## config.mk

```make
export PLATFORM = sky130hd
export DESIGN_NAME = rxd_engine
export DESIGN_NICKNAME = d
export VERILOG_FILES = /design/src/rtl/rxd_pkg.sv /design/src/rtl/rxd_gate.sv /design/src/rtl/rxd_len_ctr.sv /design/src/rtl/rxd_status_pack.sv /design/src/rtl/rxd_engine.sv
export SDC_FILE = /design/constraint.sdc
export NUM_CORES = 1
export LEC_CHECK = 0
export ABC_AREA = 1
export BUFFER_PORTS_ARGS = -buffer_cell sky130_fd_sc_hd__buf_2
export CAP_MARGIN = 15
export CORE_MARGIN = 4
export CORE_UTILIZATION = 50
export DETAILED_ROUTE_END_ITERATION = 10
export PLACE_DENSITY = 0.84
export SLEW_MARGIN = 20
export SYNTH_ARGS = -nofsm -noshare
export SYNTH_HDL_FRONTEND = slang
export SYNTH_SLANG_ARGS = --single-unit
export TNS_END_PERCENT = 5
```

## constraint.sdc

```tcl
create_clock -name clk -period 6.5 [get_ports clk]
set_input_delay 0.975 -clock clk [delete_from_list [all_inputs] [get_ports clk]]
set_output_delay 0.975 -clock clk [all_outputs]
set_load 0.02 [all_outputs]
```

## src/rtl/rxd_pkg.sv

```systemverilog
package rxd_pkg;
  typedef enum logic [3:0] {
    ST_IDLE, ST_RD_STAT, ST_WT_STAT, ST_RD_BUF, ST_WT_BUF,
    ST_RD_NXT, ST_WT_NXT, ST_DATA, ST_WB, ST_DROP
  } rxd_state_e;

  localparam logic [1:0] OWN_ENGINE = 2'b10;
  localparam int BIT_GOOD = 20;
  localparam int BIT_LONG = 19;
  localparam int BIT_INTR = 16;
endpackage

```

## src/rtl/rxd_gate.sv

```systemverilog
module rxd_gate (
  input  logic       rx_enable,
  input  logic       ucast_accept,
  input  logic [1:0] owner,
  output logic       take_frame,
  output logic       owner_ok
);
  import rxd_pkg::*;
  always_comb begin
    take_frame = rx_enable & ucast_accept;
    owner_ok   = (owner == OWN_ENGINE);
  end
endmodule

```

## src/rtl/rxd_len_ctr.sv

```systemverilog
module rxd_len_ctr #(
  parameter int LEN_W   = 16,
  parameter int MAX_LEN = 1518
) (
  input  logic             clk,
  input  logic             rst_n,
  input  logic             clr,
  input  logic             inc,
  input  logic             long_accept,
  output logic [LEN_W-1:0] count,
  output logic             at_max,
  output logic             over,
  output logic             wr_allow
);
  localparam logic [LEN_W-1:0] MAXV = LEN_W'(MAX_LEN);
  localparam logic [LEN_W-1:0] SATV = {LEN_W{1'b1}};

  logic [LEN_W-1:0] cnt_q, cnt_d;
  logic             cnt_en;

  always_comb begin
    cnt_en = clr | (inc & (cnt_q != SATV));
    cnt_d  = clr ? '0 : cnt_q + 1'b1;
  end

  always_ff @(posedge clk or negedge rst_n) begin
    if (!rst_n)      cnt_q <= '0;
    else if (cnt_en) cnt_q <= cnt_d;
  end

  always_comb begin
    count    = cnt_q;
    at_max   = (cnt_q >= MAXV);
    over     = (cnt_q > MAXV);
    wr_allow = long_accept | (cnt_q < MAXV);
  end

  // the byte count only moves on a clear or a counted byte
  p_hold_r4: assert property (@(posedge clk) disable iff (!rst_n)
    (!clr && !inc) |=> $stable(cnt_q));
endmodule

```

## src/rtl/rxd_status_pack.sv

```systemverilog
module rxd_status_pack #(
  parameter int LEN_W = 16
) (
  input  logic             good,
  input  logic             too_long,
  input  logic             intr,
  input  logic [LEN_W-1:0] len,
  output logic [31:0]      word
);
  import rxd_pkg::*;
  always_comb begin
    word              = '0;
    word[LEN_W-1:0]   = len;
    word[BIT_GOOD]    = good;
    word[BIT_LONG]    = too_long;
    word[BIT_INTR]    = intr;
  end
endmodule

```

## src/rtl/rxd_engine.sv

```systemverilog
module rxd_engine #(
  parameter int ADDR_W  = 32,
  parameter int LEN_W   = 16,
  parameter int MAX_LEN = 1518
) (
  input  logic              clk,
  input  logic              rst_n,
  input  logic              rx_enable,
  input  logic              long_accept,
  input  logic              ucast_accept,
  input  logic              intr_enable,
  input  logic              list_load,
  input  logic [ADDR_W-1:0] list_addr,
  input  logic              s_valid,
  input  logic [7:0]        s_data,
  input  logic              s_last,
  output logic              s_ready,
  output logic              mem_req,
  output logic              mem_we,
  output logic [ADDR_W-1:0] mem_addr,
  output logic [3:0]        mem_be,
  output logic [31:0]       mem_wdata,
  input  logic [31:0]       mem_rdata,
  output logic [ADDR_W-1:0] cur_desc,
  output logic              ev_good,
  output logic              ev_early,
  output logic              ev_intr,
  output logic              ev_unavail
);
  import rxd_pkg::*;

  localparam logic [ADDR_W-1:0] OFS_BUF = ADDR_W'(4);
  localparam logic [ADDR_W-1:0] OFS_NXT = ADDR_W'(12);

  rxd_state_e        state_q, state_d;
  logic [ADDR_W-1:0] cur_q, buf_q, nxt_q;
  logic              cur_en, buf_en, nxt_en;
  logic [ADDR_W-1:0] cur_d;
  logic              take_frame, owner_ok;
  logic              ctr_clr, ctr_inc, at_max, over, wr_allow;
  logic [LEN_W-1:0]  count;
  logic [31:0]       status_word;
  logic [ADDR_W-1:0] byte_addr;
  logic              byte_in;

  rxd_gate u_gate (
    .rx_enable    (rx_enable),
    .ucast_accept (ucast_accept),
    .owner        (mem_rdata[31:30]),
    .take_frame   (take_frame),
    .owner_ok     (owner_ok)
  );

  rxd_len_ctr #(.LEN_W(LEN_W), .MAX_LEN(MAX_LEN)) u_ctr (
    .clk         (clk),
    .rst_n       (rst_n),
    .clr         (ctr_clr),
    .inc         (ctr_inc),
    .long_accept (long_accept),
    .count       (count),
    .at_max      (at_max),
    .over        (over),
    .wr_allow    (wr_allow)
  );

  rxd_status_pack #(.LEN_W(LEN_W)) u_pack (
    .good     (1'b1),
    .too_long (over),
    .intr     (intr_enable),
    .len      (count),
    .word     (status_word)
  );

  assign byte_in   = (state_q == ST_DATA) & s_valid;
  assign byte_addr = buf_q + ADDR_W'(count);

  // next state
  always_comb begin
    state_d = state_q;
    case (state_q)
      ST_IDLE:    if (s_valid) state_d = take_frame ? ST_RD_STAT : ST_DROP;
      ST_RD_STAT: state_d = ST_WT_STAT;
      ST_WT_STAT: state_d = owner_ok ? ST_RD_BUF : ST_DROP;
      ST_RD_BUF:  state_d = ST_WT_BUF;
      ST_WT_BUF:  state_d = ST_RD_NXT;
      ST_RD_NXT:  state_d = ST_WT_NXT;
      ST_WT_NXT:  state_d = ST_DATA;
      ST_DATA:    if (s_valid && s_last)
                    state_d = (at_max && !long_accept) ? ST_IDLE : ST_WB;
      ST_WB:      state_d = ST_IDLE;
      ST_DROP:    if (s_valid && s_last) state_d = ST_IDLE;
      default:    state_d = ST_IDLE;
    endcase
  end

  // datapath controls
  always_comb begin
    mem_req    = 1'b0;
    mem_we     = 1'b0;
    mem_addr   = cur_q;
    mem_be     = 4'hF;
    mem_wdata  = status_word;
    s_ready    = (state_q == ST_DATA) | (state_q == ST_DROP);
    ctr_clr    = (state_q == ST_IDLE);
    ctr_inc    = byte_in;
    ev_good    = (state_q == ST_WB);
    ev_unavail = (state_q == ST_WT_STAT) & ~owner_ok;
    buf_en     = (state_q == ST_WT_BUF);
    nxt_en     = (state_q == ST_WT_NXT);
    cur_en     = list_load | (state_q == ST_WB);
    cur_d      = list_load ? list_addr : nxt_q;
    case (state_q)
      ST_RD_STAT: mem_req = 1'b1;
      ST_RD_BUF:  begin mem_req = 1'b1; mem_addr = cur_q + OFS_BUF; end
      ST_RD_NXT:  begin mem_req = 1'b1; mem_addr = cur_q + OFS_NXT; end
      ST_DATA: begin
        mem_req   = byte_in & wr_allow;
        mem_we    = 1'b1;
        mem_addr  = byte_addr;
        mem_be    = 4'b0001 << byte_addr[1:0];
        mem_wdata = {4{s_data}};
      end
      ST_WB: begin mem_req = 1'b1; mem_we = 1'b1; end
      default: ;
    endcase
    ev_early = ev_good;
    ev_intr  = ev_good;
  end

  always_ff @(posedge clk or negedge rst_n) begin
    if (!rst_n) begin
      state_q <= ST_IDLE;
      cur_q   <= '0;
      buf_q   <= '0;
      nxt_q   <= '0;
    end else begin
      state_q <= state_d;
      if (cur_en) cur_q <= cur_d;
      if (buf_en) buf_q <= mem_rdata;
      if (nxt_en) nxt_q <= mem_rdata;
    end
  end

  assign cur_desc = cur_q;

  // completion moves the pointer to the fetched link
  p_adv_r7: assert property (@(posedge clk) disable iff (!rst_n)
    ev_good |=> ((cur_desc == $past(nxt_q)) || $past(list_load)));
  // write-back releases the descriptor to the CPU
  p_own_clr_r2: assert property (@(posedge clk) disable iff (!rst_n)
    (mem_req && mem_we && state_q == ST_WB) |-> (mem_wdata[31:30] == 2'b00));
  // an unavailable descriptor leads to draining with no memory access
  p_rdu_drop_r2: assert property (@(posedge clk) disable iff (!rst_n)
    ev_unavail |=> (!mem_req && s_ready));
  // a filtered frame starts no memory traffic
  p_filter_r9: assert property (@(posedge clk) disable iff (!rst_n)
    (state_q == ST_IDLE && s_valid && !(rx_enable && ucast_accept)) |=> !mem_req);
  // completion and unavailability never coincide
  p_evx_r8: assert property (@(posedge clk) disable iff (!rst_n)
    $onehot0({ev_good, ev_unavail}));
endmodule

```

==> results of run 1 <==
how the worst min path moves through the flow:
stage / start / to / slack [ns] / depth (start not counted)
detailed placement: nxt_q[4] / nxt_q[4] / 0.47 / 2
global route: nxt_q[29] / nxt_q[29] / 0.51 / 2
finish: nxt_q[24] / nxt_q[24] / 0.49 / 2
floorplan: nxt_q[0] / nxt_q[0] / 0.45 / 2
CTS: nxt_q[4] / nxt_q[4] / 0.49 / 2
global placement: nxt_q[9] / nxt_q[9] / 0.47 / 2
power breakdown:
part	switching [mW]	internal, mW	total, mW
combinational	0.949	0.448	1.40
sequential	0.326	0.983	1.31
clock	0.356	0.600	0.955
placed cells by master, fill, tap and decap left out, types with 11 or more instances in the layout:
master | netlist | layout
nand2_1 | 436 | 435
a21oi_1 | 22 | 22
clkbuf_16 | 0 | 17
inv_1 | 168 | 167
ha_1 | 19 | 19
nand4_1 | 23 | 23
o21ai_1 | 11 | 11
buf_2 | 19 | 186
dfrtp_1 | 116 | 116
nor3_1 | 22 | 22
nand3_1 | 144 | 144
nor2_1 | 71 | 70
o21ai_0 | 119 | 119
layer usage:
| metal | vias up | wire (um) | global-route usage [%] |
|---|---|---|---|
| met3 | 56 | 2770 | 5.37 |
| met4 | 2 | 555 | 8.98 |
| met2 | 500 | 12700 | 45.2 |
| met5 | - | 34 | 0 |
| li1 | 4421 | - | - |
| met1 | 4237 | 12200 | 44.1 |
per-stage QoR:
step                cell area [um^2]  hold WS (ns)  power (mW)  utilization (%)  instances
global placement                9290         0.466        2.63             57.9       1636
detailed placement              9290         0.474        2.67             57.9       1636
floorplan                       8310         0.454        2.17                -       1278
finish                          9880         0.487        3.66             61.6       1666
CTS                             9880         0.488        3.63             61.5       1666
global route                    9880         0.507        3.88             61.6       1666
area by class of cell:
cell class                 count  share of cell area (%)
multi-input combinational    936                    45.4
sequential                   116                    29.4
clock buffer                  22                    4.90
inverter                     177                    6.75
timing repair buffer         191                    9.80
tap                          216                    2.73
clock inverter                 8                    1.03
worst max-delay path, stage by stage (launching register included):
cell     delay, ns
dfrtp_1       0.41
inv_2         0.12
nand2_2       0.10
inv_2         0.13
nand2_4       0.25
inv_2         0.85
nor2_1        0.09
o21ai_0       0.27
o21ai_0       0.16
buf_2         0.19
cells by family (layout without fill, tap and decap cells):
kind of cell	count (synthesis)	in the layout	synth area share, %
adder cells (fa/ha/maj)	21	21	3.34
AND/OR/NAND/NOR	731	731	38.4
AO/OA/AOI/OAI	175	175	11.2
buffers and inverters	226	398	11.2
flip-flops	116	116	34.9
XOR/XNOR	9	9	0.948
registers in the layout, summed over array words and instances (netlist names):
register	count
u_ctr.count	16
nxt_q	32
state_q	4
buf_q	32
cur_desc	32
==> impl_results.md, run 1 <==
- Core box area: roughly 16000 um^2
- Status: completed
- CTS tree: built
- CP startpoint: state_q[3]
- Most used DFF post-synth: dfrtp_1
- Final min period: 3.99 ns
- Worst Setup End Kind: output port
- Final hold vios: 0
- Die width: 137 um
- Port bufs: around 190
- Setup TNS: 0 ns
- Hold buffers post-CTS: 0
- Register area: between 2000 and 3000 um^2
- Diodes inserted: 0
- PwrDens: about 370 nW/um^2
- Clock Path Buffers: 2
- Most frequent cells after synthesis: nand2_1 (436), inv_1 (168), nand3_1 (144)
- Routed len/inst: ~17 um
- CTS Buf Count: 17
- Worst clock skew: ~0.011 ns
- Register clock-pin slew on the reported worst setup and hold paths: ~0.05 ns
- Antenna Nets Post-Route: 0
- Vias per cell: roughly 5.5
- Worst Path Required: approximately 5.5 ns
- I/O pin count: 188
- Register-to-register path setup slack: about 4 ns
- Crit path kind: reg -> out
- Tightest Hold Check Type: reg -> reg
- Syn_area_per_cell: approximately 6.5 um^2
- Cells after Synth: 1278
- Setup crit end: mem_addr[12]
- Worst reg2reg startpoint: state_q[3]
- Final setup vio count: 0
- Share of layout cells above drive strength 1: between 10% and 20%
- Worst skew pair latency: roughly 0.42 ns
- Syn_nets: between 1000 and 1500
- GRT Util Overall: between 30 and 40%
- Cell Area, Synth: just over 8000 um^2
- Number of synthesized flops with an enable pin: 0
- CTS root buffer: clkbuf_16
- Highest ir drop seen on vdd: between 0.0002 and 0.00025 V
- Largest net degree at the start of global routing: 67
- Final-stage net count: between 1500 and 2000
- Synth top area share: between 30% and 40%
- Area Overhead vs Synth: 18.9%
- HPWL Detailed: ~21 mm
- Number of synthesized register bits: between 100 and 150
- Drt drc: 0
- Worst slack at placement: between 3 and 4 ns
- Fmax: 0.250 GHz
- H-Tree Depth: 4
- Post-synthesis sequential area ratio: 34.9%
- First-pass GRT wire length: 43.8 mm
- Slew Limit Headroom: a little over a quarter
- 1st-pass router iterations: 8
- RSZ-0062 raised after global routing: no
- Top-count cell post-synth: nand2_1
- DIE AREA: ~19000 um^2
- Post-CTS Setup Inserts: 0
- Fillcell total: roughly 1500
- Vias in the first global route: 8260
- Startpoint class of the critical path: register
- RR Endpoint: state_q[3]
- Antenna violations before repair: 1
- Warnings, synthesis: 0
- CP max FO: 64
- Die Y-Extent: 137 um
- Distinct cells, synth: between 40 and 50
- Dominant cell type by area after synthesis: dfrtp_1
- Area occupied by multi-input gates: between 4000 and 5000 um^2
- Worst reg2reg path depth: 11
- Fin crit share: between 60 and 70%
- FFs w/ async S/R, synth: 100%
- Post-CTS sizing: 0
- Max-cap violations: 0
- Gpl congestion: slightly above 0.9
- Iter 0 DRT Violations: between 1000 and 1500
- Final WS setup: 2.51 ns
- CTS sink cnt: about 120
- WL final: ~28 mm
- Overflow after GRT: 0
- Critical path arrival: 3.02 ns
- Slew Limit Fails: 0
- Row cnt: between 40 and 50
- Lkg Pwr: between 5 and 6 nW
- Routed via count: between 9000 and 10000
- Largest cells by area after synthesis: dfrtp_1 (35%), nand2_1 (20%), nand3_1 (8.7%)
- Initial core utilization: 51.8%
- Slew at the pin with the worst max-slew slack: between 1 and 1.5 ns
Power figures use the tool's default switching activity.
==> inputs of run 2 (changes only) <==
==> constraint.sdc (replaced) <==
create_clock -name clk -period 3.8 [get_ports clk]
set_input_delay 0.57 -clock clk [delete_from_list [all_inputs] [get_ports clk]]
set_output_delay 0.57 -clock clk [all_outputs]
set_load 0.02 [all_outputs]
==> impl_results.md, run 2 (same netlist as run 1, synthesis figures left out) <==
- Critical Path, Cell by Cell: inv_2 -> nand2_2 -> inv_2 -> nand2_4 -> inv_2 -> buf_12 -> nor2_1 -> o21ai_0 -> o21ai_0 -> buf_2 (was inv_2 -> nand2_2 -> inv_2 -> nand2_4 -> inv_2 -> nor2_1 -> o21ai_0 -> o21ai_0 -> buf_2)
- Row cnt: 46 (unchanged)
- Largest stage delay, worst path: 0.46 ns (was 0.85 ns)
- Iter 0 DRT Violations: 868 (was 1082)
- Setup crit end: mem_addr[12] (unchanged)
- Die width: 137 um (unchanged)
- Post-CTS Setup Inserts: 0 (unchanged)
- Routed len/inst: 16.3 um (was 17.0 um)
- Gpl congestion: 0.955 (was 0.923)
- Core box area: 16100 um^2 (unchanged)
- Worst clock skew: 0.00611 ns (was 0.0114 ns)
- RSZ-0062 raised after global routing: no (unchanged)
- Max-cap violations: 0 (unchanged)
- Setup TNS: 0 ns (unchanged)
- Final-stage net count: 1543 (was 1541)
- Routed via count: 9156 (was 9216)
- CTS sink cnt: 116 (unchanged)
- CTS tree: built (unchanged)
- Worst reg2reg path depth: 6 (was 11)
- CTS Buf Count: 17 (unchanged)
- Drt drc: 0 (unchanged)
- Final setup vio count: 0 (unchanged)
- Startpoint class of the critical path: register (unchanged)
- Fillcell total: 1476 (was 1508)
- First-pass GRT wire length: 42.4 mm (was 43.8 mm)
- Largest net degree at the start of global routing: 66 (was 67)
- Worst skew pair latency: 0.42 ns (about the same)
- Tightest Hold Check Type: in -> async (was reg -> reg)
- Slew Limit Fails: 0 (unchanged)
- Final min period: 3.49 ns
- Hold buffers post-CTS: 0 (unchanged)
- Area Overhead vs Synth: 19.8% (was 18.9%)
- CTS root buffer: clkbuf_16 (unchanged)
- Most frequent cells in the layout: nand2_1 (435), buf_2 (186), inv_1 (168) (was nand2_1 (435), buf_2 (186), inv_1 (167))
- Port bufs: 187 (unchanged)
- Initial core utilization: 51.8% (unchanged)
- Share of layout cells above drive strength 1: 18.0% (was 17.9%)
- Worst slack at placement: 0.848 ns (was 3.03 ns)
- Worst Path Required: 3.23 ns (was 5.52 ns)
- CP max FO: 34 (was 64)
- Vias in the first global route: 8113 (was 8260)
- Final WS setup: 0.306 ns (was 2.51 ns)
- Clock Path Buffers: 2 (unchanged)
- Worst reg2reg startpoint: state_q[0] (was state_q[3])
- Fmax: between 0.2 and 0.3 GHz
- Worst Setup End Kind: output port (unchanged)
- PwrDens: 634 nW/um^2 (was 370 nW/um^2)
- GRT Util Overall: 29.0% (was 30.0%)
- Diodes inserted: 0 (unchanged)
- Vias per cell: 5.49 (was 5.53)
- Lkg Pwr: 5.46 nW (was 5.41 nW)
- Status: completed (unchanged)
- Fin crit share: approximately nine tenths
- CP startpoint: state_q[3] (unchanged)
- Commonest non-fill, non-tap cell in the layout: nand2_1 (unchanged)
- Most frequent cell on the critical path: inv_2 (unchanged)
- Crit path kind: reg -> out (unchanged)
- Register clock-pin slew on the reported worst setup and hold paths: 0.05 ns (about the same)
- WL final: 27.2 mm (was 28.3 mm)
- Slew Limit Headroom: 27.0% (was 27.5%)
- Critical path arrival: 2.92 ns (was 3.02 ns)
- Final hold vios: 0 (unchanged)
- I/O pin count: 188 (unchanged)
- Post-CTS sizing: 0 (unchanged)
- DIE AREA: 18700 um^2 (unchanged)
- Register-to-register path setup slack: 1.75 ns (was 4.09 ns)
- Highest ir drop seen on vdd: 0.000339 V (was 0.000223 V)
- RR Endpoint: cur_desc[12] (was state_q[3])
- Slew at the pin with the worst max-slew slack: 1.09 ns (was 1.08 ns)
- Antenna violations before repair: 0 (was 1)
- H-Tree Depth: 4 (unchanged)
- Critical Path Slowest Stage Cell: inv_2 (unchanged)
- Antenna Nets Post-Route: 0 (unchanged)
- Overflow after GRT: 0 (unchanged)
- HPWL Detailed: 20.6 mm (was 21.1 mm)
- 1st-pass router iterations: 6 (was 8)
- Die Y-Extent: 137 um (unchanged)
-- run 2: per-stage QoR --
stage / power [mW] / instances / hold WS, ns / utilization (%) / area (um^2)
2_1_floorplan: 3.71 / 1278 / 0.274 / - / 8310
3_3_place_gp: 4.49 / 1638 / 0.467 / 58.1 / 9330
3_5_place_dp: 4.56 / 1638 / 0.474 / 58.1 / 9330
4_1_cts: 6.27 / 1669 / 0.248 / 62.0 / 9950
5_1_grt: 6.69 / 1669 / 0.308 / 62.0 / 9960
6_report: 6.31 / 1669 / 0.236 / 62.0 / 9960
-- run 2: report_power, final --
part           switching [mW]  internal, mW  total (mW)  leakage [nW]
registers               0.560          1.68        2.24          1.43
clock network           0.579          1.11        1.69         0.309
logic                    1.61         0.773        2.38          3.72
-- run 2: worst max-delay path: cells and delay by family (launching register included) --
family,cells,cell delay [ns]
and+or+nand+nor,3,0.41
DFF,1,0.41
buffers and inverters,5,1.18
AOI/OAI and AO/OA,2,0.49
-- run 2: how the worst min path moves through the flow --
stage / to / slack, ns / cells after the start
2_1_floorplan: buf_q[0] / 0.27 / 0
3_3_place_gp: nxt_q[10] / 0.47 / 2
3_5_place_dp: nxt_q[8] / 0.47 / 2
4_1_cts: nxt_q[24] / 0.25 / 1
5_1_grt: nxt_q[24] / 0.31 / 1
6_report: nxt_q[24] / 0.24 / 1
-- run 2: area by class of cell --
cell class	instances	area, um^2	area share (%)
multi-input cells	936	4490	45.1
flip-flops and latches	116	2900	29.1
repair buffers	193	1010	10.1
inverters	177	667	6.70
clock buffers	23	498	5.00
well taps	216	270	2.71
clock inverters	8	123	1.23
-- run 2: routing by layer --
layer | up-vias | GRT usage [%] | routed length [um]
met5 | - | 0 | 0
li1 | 4427 | - | -
met1 | 4230 | 43.0 | 12000
met3 | 36 | 5.15 | 2760
met4 | 0 | 8.59 | 486
met2 | 463 | 43.3 | 11900
